<file path="config.mk">
export PLATFORM = sky130hd
export DESIGN_NAME = cmpirq_ctrl
export DESIGN_NICKNAME = d
export VERILOG_FILES = /design/src/rtl/cmpirq_pkg.sv /design/src/rtl/cmpirq_edge_det.sv /design/src/rtl/cmpirq_flag_bank.sv /design/src/rtl/cmpirq_vec_enc.sv /design/src/rtl/cmpirq_ctrl.sv
export SDC_FILE = /design/constraint.sdc
export NUM_CORES = 1
export LEC_CHECK = 0
export ABC_AREA = 0
export CAP_MARGIN = 20
export CORE_MARGIN = 2
export CORE_UTILIZATION = 40
export DETAILED_ROUTE_END_ITERATION = 8
export PLACE_DENSITY = 0.88
export REMOVE_ABC_BUFFERS = 1
export SYNTH_ARGS = -nofsm -noshare
export SYNTH_HDL_FRONTEND = slang
export SYNTH_HIERARCHICAL = 1
export SYNTH_SLANG_ARGS = --single-unit
export TNS_END_PERCENT = 5
</file>
<file path="constraint.sdc">
create_clock -name clk -period 1.9 [get_ports clk]
set_clock_uncertainty 0.1 [all_clocks]
set_input_delay 0.475 -clock clk [delete_from_list [all_inputs] [get_ports clk]]
set_output_delay 0.475 -clock clk [all_outputs]
set_load 0.005 [all_outputs]
</file>
<file path="src/rtl/cmpirq_pkg.sv">
`timescale 1ns/1ps
package cmpirq_pkg;
  localparam int NSRC     = 3;
  localparam int EN_SHIFT = 8;

  typedef enum logic [1:0] {
    SRC_OUT = 2'd0,
    SRC_INV = 2'd1,
    SRC_RDY = 2'd2
  } src_e;

  // bit position of each source flag in the control word (decoded by software)
  function automatic int flag_bit(input int idx);
    case (idx)
      0:       return 0;
      1:       return 1;
      default: return 4;
    endcase
  endfunction

  // code the vector word returns for each source
  function automatic int vec_code(input int idx);
    case (idx)
      0:       return 2;
      1:       return 4;
      default: return 10;
    endcase
  endfunction
endpackage

</file>
<file path="src/rtl/cmpirq_edge_det.sv">
`timescale 1ns/1ps
module cmpirq_edge_det (
  input  logic clk,
  input  logic rst_n,
  input  logic sig_in,
  input  logic edge_sel,
  output logic set_out,
  output logic set_inv,
  output logic prev_q,
  output logic armed_q
);
  logic prev_d;
  logic armed_d;
  logic rise;
  logic fall;

  always_comb begin
    rise    = armed_q & sig_in & ~prev_q;
    fall    = armed_q & ~sig_in & prev_q;
    set_out = edge_sel ? fall : rise;
    set_inv = edge_sel ? rise : fall;
    prev_d  = sig_in;
    armed_d = 1'b1;
  end

  always_ff @(posedge clk or negedge rst_n) begin
    if (!rst_n) begin
      prev_q  <= 1'b0;
      armed_q <= 1'b0;
    end else begin
      prev_q  <= prev_d;
      armed_q <= armed_d;
    end
  end
endmodule

</file>
<file path="src/rtl/cmpirq_flag_bank.sv">
`timescale 1ns/1ps
module cmpirq_flag_bank #(
  parameter int NSRC = 3
) (
  input  logic            clk,
  input  logic            rst_n,
  input  logic [NSRC-1:0] hw_set,
  input  logic [NSRC-1:0] ack_clr,
  input  logic            sw_wr,
  input  logic [NSRC-1:0] sw_flag,
  input  logic [NSRC-1:0] sw_en,
  output logic [NSRC-1:0] flag_q,
  output logic [NSRC-1:0] en_q
);
  for (genvar g = 0; g < NSRC; g++) begin : g_src
    logic flag_d;
    logic en_d;
    logic en_ce;

    always_comb begin
      // a hardware set overrides any clear from software
      if (hw_set[g])        flag_d = 1'b1;
      else if (sw_wr)       flag_d = sw_flag[g];
      else if (ack_clr[g])  flag_d = 1'b0;
      else                  flag_d = flag_q[g];
      en_ce = sw_wr;
      en_d  = sw_en[g];
    end

    always_ff @(posedge clk or negedge rst_n) begin
      if (!rst_n) begin
        flag_q[g] <= 1'b0;
      end else begin
        flag_q[g] <= flag_d;
      end
    end

    always_ff @(posedge clk or negedge rst_n) begin
      if (!rst_n) begin
        en_q[g] <= 1'b0;
      end else if (en_ce) begin
        en_q[g] <= en_d;
      end
    end
  end
endmodule

</file>
<file path="src/rtl/cmpirq_vec_enc.sv">
`timescale 1ns/1ps
module cmpirq_vec_enc
  import cmpirq_pkg::*;
#(
  parameter int NSRC = 3,
  parameter int DW   = 16
) (
  input  logic [NSRC-1:0] pend,
  output logic [DW-1:0]   vec,
  output logic [NSRC-1:0] win,
  output logic            any
);
  always_comb begin
    vec = '0;
    win = '0;
    // walk from lowest priority up so the highest priority source is kept
    for (int i = NSRC - 1; i >= 0; i--) begin
      if (pend[i]) begin
        vec    = DW'(vec_code(i));
        win    = '0;
        win[i] = 1'b1;
      end
    end
    any = |pend;
  end
endmodule

</file>
<file path="src/rtl/cmpirq_ctrl.sv">
`timescale 1ns/1ps
module cmpirq_ctrl
  import cmpirq_pkg::*;
#(
  parameter int          DW      = 16,
  parameter int          AW      = 4,
  parameter logic [3:0]  CTL_OFF = 4'hC,
  parameter logic [3:0]  VEC_OFF = 4'hE
) (
  input  logic          clk,
  input  logic          rst_n,
  input  logic          cmp_out,
  input  logic          rdy_pulse,
  input  logic          edge_sel,
  input  logic          req_en,
  input  logic          req_wr,
  input  logic [AW-1:0] req_addr,
  input  logic [DW-1:0] req_wdata,
  output logic [DW-1:0] rd_data,
  output logic          irq
);
  localparam logic [AW-1:0] CTL_A = AW'(CTL_OFF);
  localparam logic [AW-1:0] VEC_A = AW'(VEC_OFF);

  logic            set_out;
  logic            set_inv;
  logic            prev_q;
  logic            armed_q;
  logic [NSRC-1:0] hw_set;
  logic [NSRC-1:0] ack_clr;
  logic [NSRC-1:0] sw_flag;
  logic [NSRC-1:0] sw_en;
  logic [NSRC-1:0] flag_q;
  logic [NSRC-1:0] en_q;
  logic [NSRC-1:0] pend;
  logic [NSRC-1:0] win;
  logic [DW-1:0]   vec;
  logic [DW-1:0]   ctl_word;
  logic            any;
  logic            hit_ctl;
  logic            hit_vec;
  logic            wr_ctl;
  logic            rd_vec;
  logic            rd_any;

  cmpirq_edge_det u_edge (
    .clk      (clk),
    .rst_n    (rst_n),
    .sig_in   (cmp_out),
    .edge_sel (edge_sel),
    .set_out  (set_out),
    .set_inv  (set_inv),
    .prev_q   (prev_q),
    .armed_q  (armed_q)
  );

  always_comb begin
    hit_ctl = req_en & (req_addr == CTL_A);
    hit_vec = req_en & (req_addr == VEC_A);
    wr_ctl  = hit_ctl & req_wr;
    rd_vec  = hit_vec & ~req_wr;
    rd_any  = req_en & ~req_wr;
    hw_set  = '0;
    hw_set[SRC_OUT] = set_out;
    hw_set[SRC_INV] = set_inv;
    hw_set[SRC_RDY] = rdy_pulse;
    ack_clr = rd_vec ? win : '0;
  end

  for (genvar g = 0; g < NSRC; g++) begin : g_wmap
    assign sw_flag[g] = req_wdata[flag_bit(g)];
    assign sw_en[g]   = req_wdata[flag_bit(g) + EN_SHIFT];
  end

  cmpirq_flag_bank #(.NSRC(NSRC)) u_bank (
    .clk     (clk),
    .rst_n   (rst_n),
    .hw_set  (hw_set),
    .ack_clr (ack_clr),
    .sw_wr   (wr_ctl),
    .sw_flag (sw_flag),
    .sw_en   (sw_en),
    .flag_q  (flag_q),
    .en_q    (en_q)
  );

  assign pend = flag_q & en_q;

  cmpirq_vec_enc #(.NSRC(NSRC), .DW(DW)) u_enc (
    .pend (pend),
    .vec  (vec),
    .win  (win),
    .any  (any)
  );

  always_comb begin
    ctl_word = '0;
    for (int i = 0; i < NSRC; i++) begin
      ctl_word[flag_bit(i)]            = flag_q[i];
      ctl_word[flag_bit(i) + EN_SHIFT] = en_q[i];
    end
  end

  always_comb begin
    rd_data = '0;
    if (rd_any && hit_ctl)      rd_data = ctl_word;
    else if (rd_any && hit_vec) rd_data = vec;
  end

  assign irq = any;
endmodule

</file>
==> impl_metrics.yaml, run 1 <==
status:
  outcome: "finished, violations left"
  violations: "negative setup slack"
power:
  swShare_pct: 31.1
  switchingPower_mw: 0.195
  power_frac_comb_pct: 46.8
  power.density_nw_per_um2: 458
  pwr-share-clk_pct: 20.8
  power_frac_seq_pct: 32.4
  peakVddDrop_mv: 0.395
  p_int_mw: 0.430
  leakagePower_nw: 0.607
drt:
  post_drt_wl_per_cell_um: 13.4
  topRoutingLayerUsed: "met4"
  met1_length_um: 811
  wl_met2_um: 1340
  drc: 0
  wl_met3_um: 114
  dr.pass1.iters: 4
  wl_um: 2300
  postRouteAntennaNets: 0
  viasPerCell: 4.77
  drt-initial-drc-count: 15
  dr_total_vias: 821
timing:
  fin_ws_ps: -24.3
  rsz0062_at_grt: "yes"
  period_share_pct: 101
  period_needed_ps: 1920
  setup_viol: 4
  finalHoldViolCount: 0
  finalMaxSlewViolations: 0
  clock.fmax_mhz: 520
layout:
  drive_gt1_share_pct: 56.3
  area_growth_syn_to_layout_pct: 52.7
  fin_cells: 172
  postLayoutCoreUtil_pct: 62.9
  num_antenna_cells: 0
  layout.nets: 173
setup_path:
  cp_data_required_time_ps: 1930
  critPathMaxFanout: 5
  crit_type: "input port to flop"
  worstSetupEndpointType: "flop"
  worstSetupStartpointType: "input port"
  arrival_ps: 1960
clocking:
  root_buffer: "clkbuf_4"
  clk_pin_slew_ps: 50
  clockBufferDepth: 2
  clock_latency_ps: 260
  cts.sinks: 8
  htreeDepth: 1
  numCtsBuffers: 3
  cts_tree: "done"
yosys:
  synth_top_area_cell: "dfrtp_1"
  yosysMostFrequentCell: "nor3_2"
  ys_types: 24
  synth-seq-area-share_pct: 22.4
  yosysWarnings: 6
  syn_inst: 96
  yosys.area.top_type_share_pct: 22.4
  syn_area_per_cell_sq_um: 9.31
  yosys-top-cells-area: "dfrtp_1 (22%), nor3_2 (21%), buf_4 (14%)"
  synth_edf_count: 0
  synthFlopType: "dfrtp_1"
  synth_common_cells: "nor3_2 (19), buf_4 (17), nand2_1 (14)"
  synthArstFlopShare_pct: 100
  yosys_register_bits: 8
  syn_area_sq_um: 893
grt:
  track_usage_pct: 18.3
  antenna_found_initial: 0
  grt_pass1_wl_um: 3590
  gr-total-overflow: 0
  grt_max_degree: 12
  grt_pass1_vias: 844
place:
  place_congestion: 0.754
  place_inst: 151
  dp_hpwl_um: 1440
  numPortBuffers: 25
run:
  maxCapViolCount: 0
die:
  coreArea_sq_um: 2170
  placementRows: 17
  dieWidth_um: 51.3
  initial_utilization_pct: 41.2
  die-area_sq_um: 2630
  pin_count: 44
  die_y_um: 51.3
min_path:
  hold_class: "input port to async pin"
per-stage QoR:
stage / power [mW] / hold WS [ps] / setup TNS [ps] / setup WS [ps] / instance area, sq um
floorplan: 0.302 / 79.4 / -461 / -79.9 / 762
global placement: 0.424 / 469 / -8240 / -687 / 1170
detailed placement: 0.433 / 485 / -8580 / -718 / 1170
CTS: 0.604 / 389 / -50.6 / -33.6 / 1330
global route: 0.664 / 407 / -549 / -112 / 1360
finish: 0.625 / 394 / -65.3 / -24.3 / 1360
layout by cell type (no fill, tap or decap), types with 2 or more instances in the layout:
cell,instances
nand4b_4,2
nor2_2,2
buf_6,8
clkdlybuf4s50_1,10
mux2i_2,2
conb_1,14
nor2_1,2
dfrtp_1,8
dlygate4sd2_1,2
buf_2,11
buf_4,20
nor3_2,18
and2_4,3
clkbuf_4,3
a221o_1,3
mux2_4,3
mux2i_1,4
nand2_1,14
buf_12,2
area by class of cell:
class,instances,area [sq um]
Fill cell,183,806
Multi-Input combinational cell,77,628
Timing Repair Buffer,55,474
Sequential cell,8,200
Tap cell,28,35.0
Clock buffer,3,22.5
Inverter,1,3.75
path summary, 6_finish.rpt:
check | startpoint | endpoint | slack (ps) | cells after the start
max | req_addr[0] | u_bank/flag_q[2] | -20 | 9
min reg2reg | u_bank/en_q[0] | u_bank/en_q[0] | 520 | 2
min in group clk | u_bank/en_q[0] | u_bank/en_q[0] | 520 | 2
max reg2reg | u_bank/flag_q[0] | u_bank/flag_q[2] | 350 | 6
max in group asynchronous | rst_n | u_bank/flag_q[2] | 1040 | 1
min | rst_n | u_edge/armed_q | 390 | 1
power groups by stage:
| stage | combinational [mW] | clock (mW) | sequential (mW) |
|---|---|---|---|
| after CTS | 0.262 | 0.140 | 0.202 |
| after global placement | 0.221 | 0 | 0.202 |
| after detailed placement | 0.230 | 0 | 0.204 |
| after floorplan | 0.0983 | 0 | 0.204 |
| final | 0.292 | 0.130 | 0.202 |
| after global routing | 0.315 | 0.145 | 0.205 |
cell families after synthesis:
| kind of cell | share of synthesized area [%] |
|---|---|
| flops | 22.4 |
| mux | 10.5 |
| other cells | 0.841 |
| buf+inv | 20.2 |
| compound gates | 6.30 |
| simple gates | 39.8 |
sequential cells by signal (all words and copies together) (netlist names):
| register | count |
|---|---|
| u_bank/flag_q | 3 |
| u_bank/en_q | 3 |
| u_edge/prev_q | 1 |
| u_edge/armed_q | 1 |
routing by layer:
| layer | up-vias | track usage (%) |
|---|---|---|
| li1 | 401 | - |
| met1 | 389 | 17.4 |
| met2 | 27 | 37.4 |
| met3 | 4 | 2.34 |
| met4 | 0 | 9.21 |
| met5 | - | 0 |
critical path, stage by stage:
cell	delay (ps)
buf_2	110
nand4b_4	200
buf_6	150
buf_4	120
buf_4	140
nor3b_4	250
buf_6	170
nor2_1	40
a221o_1	290
repair_timing:
item,4_1_cts,5_1_grt
resized for setup,70,5
pin swaps,10,4
endpoints found under the setup margin,15,15
hold buffers,0,0
gates cloned,2,0
setup buffers,13,3
No activity file was read; power rests on OpenSTA's default activity.
==> run 2, diff against run 1 <==
--- a/config.mk
+++ b/config.mk
@@ -7,7 +7,6 @@
 export LEC_CHECK = 0
 export ABC_AREA = 0
 export CAP_MARGIN = 20
-export CORE_MARGIN = 2
 export CORE_UTILIZATION = 40
 export DETAILED_ROUTE_END_ITERATION = 8
 export PLACE_DENSITY = 0.88
==> run 2 against run 1 <==
Against the previous run: the flow still finishes with violations (negative setup slack); sequential share of layout area rose by 0.44 points; flip-flop and latch count did not move; die area fell by 7.7%; critical path depth fell by 3; final area fell by 2.9%; routed wire length fell by 11%; first-iteration DRC count fell by 33%; global-route usage rose by 0.79 points; cell count fell by 4.1%; count of clock-buffer cells in the layout did not move; hold slack improved by 2.9 ps; register-to-register slack got worse by 20 ps.
==> impl_metrics.yaml, run 2 (synthesis gave the netlist of run 1 again) <==
drt:
  wl_um: 2050
  postRouteAntennaNets: 0
  drt-initial-drc-count: 10
  viasPerCell: 4.72
  dr.pass1.iters: 3
  drc: 0
  dr_total_vias: 778
  post_drt_wl_per_cell_um: 12.4
layout:
  drive_gt1_share_pct: 56.5
  layout.nets: 167
  num_antenna_cells: 0
  fillers: 166
  largestRegisters: "u_bank/en_q (3), u_bank/flag_q (3)"
  design_area_sq_um: 1320
  most-common-layout-cells: "buf_4 (20), nor3_2 (18), nand2_1 (14), conb_1 (14)"
  area_growth_syn_to_layout_pct: 48.2
  fin_cells: 165
  final_common_cell: "buf_4"
timing:
  period_needed_ps: 1950
  whs_ps: 397
  finalHoldViolCount: 0
  fin_ws_ps: -54.0
  rsz0062_at_grt: "yes"
  setup_viol: 1
  finalMaxSlewViolations: 0
  clock.fmax_mhz: 512
  period_share_pct: 103
setup_path:
  cp_data_required_time_ps: 1320
  path_depth: 6
  worstSetupEndpointType: "output port"
  crit_slowest_cell: "dfrtp_1"
  cp_cell_sequence: "and2_4 -> inv_2 -> a21o_2 -> mux2i_2 -> nor3_2 -> buf_2"
  slowest_delay_ps: 350
  worstSetupStartpointType: "flop"
  critPathMaxFanout: 3
  reg2reg_slack_ps: 330
  r2r_start: "u_bank/flag_q[1]"
  crit_type: "flop to output port"
  crit_end: "rd_data[1]"
  path_buf_inv: 2
  r2r_end: "u_bank/flag_q[2]"
  critPathTopFamily: "flip-flops"
  worstRegToRegCells: 6
  crit_start: "u_bank/flag_q[1]"
  arrival_ps: 1380
power:
  switchingPower_mw: 0.186
  power_frac_comb_pct: 46.3
  peakVddDrop_mv: 0.365
  leakagePower_nw: 0.565
  p_int_mw: 0.424
  p_total_mw: 0.610
  pwr-share-clk_pct: 20.5
  power_frac_seq_pct: 33.2
  swShare_pct: 30.5
  power.density_nw_per_um2: 461
clocking:
  root_buffer: "clkbuf_4"
  clock_latency_ps: 250
  htreeDepth: 1
  cts.sinks: 8
  cts_tree: "done"
  hold_buffers: 0
  numCtsBuffers: 3
  clockBufferDepth: 2
  clk_pin_slew_ps: 50
die:
  pin_count: 44
  die-area_sq_um: 2430
  dieWidth_um: 49.3
  placementRows: 16
  initial_utilization_pct: 44.2
  coreArea_sq_um: 2020
  die_y_um: 49.3
place:
  numPortBuffers: 25
  dp_hpwl_um: 1450
  place_inst: 153
  placed_area_sq_um: 1200
  place_congestion: 0.720
grt:
  grt_pass1_vias: 829
  track_usage_pct: 19.1
  gr-total-overflow: 0
  antenna_found_initial: 0
  busiest_layer: "met2"
  grt_pass1_wl_um: 3560
  grt_max_degree: 12
  use_met2_pct: 36.5
  met3_usage_pct: 3.43
  use_met1_pct: 19.4
min_path:
  hold_class: "input port to async pin"
status:
  outcome: "finished, violations left"
  violations: "negative setup slack"
run:
  maxCapViolCount: 0
[run 2: changes by cell type in the layout (fill, tap and decap cells not counted), moves of 3 or more]
cell | previous run | this run
mux2_4 | 3 | 0
buf_12 | 2 | 5
mux2_2 | 0 | 3
buf_6 | 8 | 0
[run 2: what timing repair did]
action | CTS | global route
gates resized for setup | 62 | 7
buffers inserted | 7 | 1
endpoints found under the setup margin | 15 | 14
cloned | 1 | 0
pin swaps | 3 | 2
[run 2: through the flow]
step / TNS, ps / utilization, % / setup WS [ps]
after floorplan: -461 / - / -79.9
after global placement: -6740 / 59.5 / -629
after detailed placement: -7090 / 59.5 / -655
after CTS: -69.9 / 65.8 / -43.0
after global routing: -361 / 65.5 / -115
final: -54.0 / 65.5 / -54.0
[run 2: area by class of cell]
class	count	area, sq um	area share [%]
Multi-Input combinational cell	76	599	45.3
Inverter	1	3.75	0.284
Tap cell	27	33.8	2.55
Clock buffer	3	22.5	1.70
Timing Repair Buffer	50	464	35.1
Sequential cell	8	200	15.1
[run 2: power groups by stage]
stage,registers [mW],logic (mW),clock network (mW)
global route,0.206,0.304,0.140
detailed placement,0.203,0.239,0
floorplan,0.204,0.0983,0
finish,0.202,0.283,0.125
CTS,0.202,0.268,0.130
global placement,0.202,0.232,0
[run 2: how the worst min path moves through the flow]
stage / from / to / slack (ps) / cells past startpoint
global route: rst_n / u_bank/en_q[2] / 430 / 1
floorplan: rst_n / u_bank/en_q[0] / 80 / 0
detailed placement: u_bank/flag_q[0] / u_bank/flag_q[0] / 480 / 2
global placement: u_bank/flag_q[1] / u_bank/flag_q[1] / 470 / 2
finish: rst_n / u_edge/prev_q / 400 / 1
CTS: rst_n / u_edge/prev_q / 410 / 1
[run 2: worst reg2reg max path, delay by kind of cell (launching register included)]
family,cells,cell delay [ps]
AND/OR/NAND/NOR,5,660
AO/OA/AOI/OAI,1,320
flip-flops,1,380
[run 2: routing by layer]
layer  part of all wire [%]  up-vias  routed length [um]
li1                       -      386                   -
met1                     37      357                 761
met2                     54       29                1120
met3                    5.4        6                 111
met4                    2.9        0                  59
met5                      0        -                   0
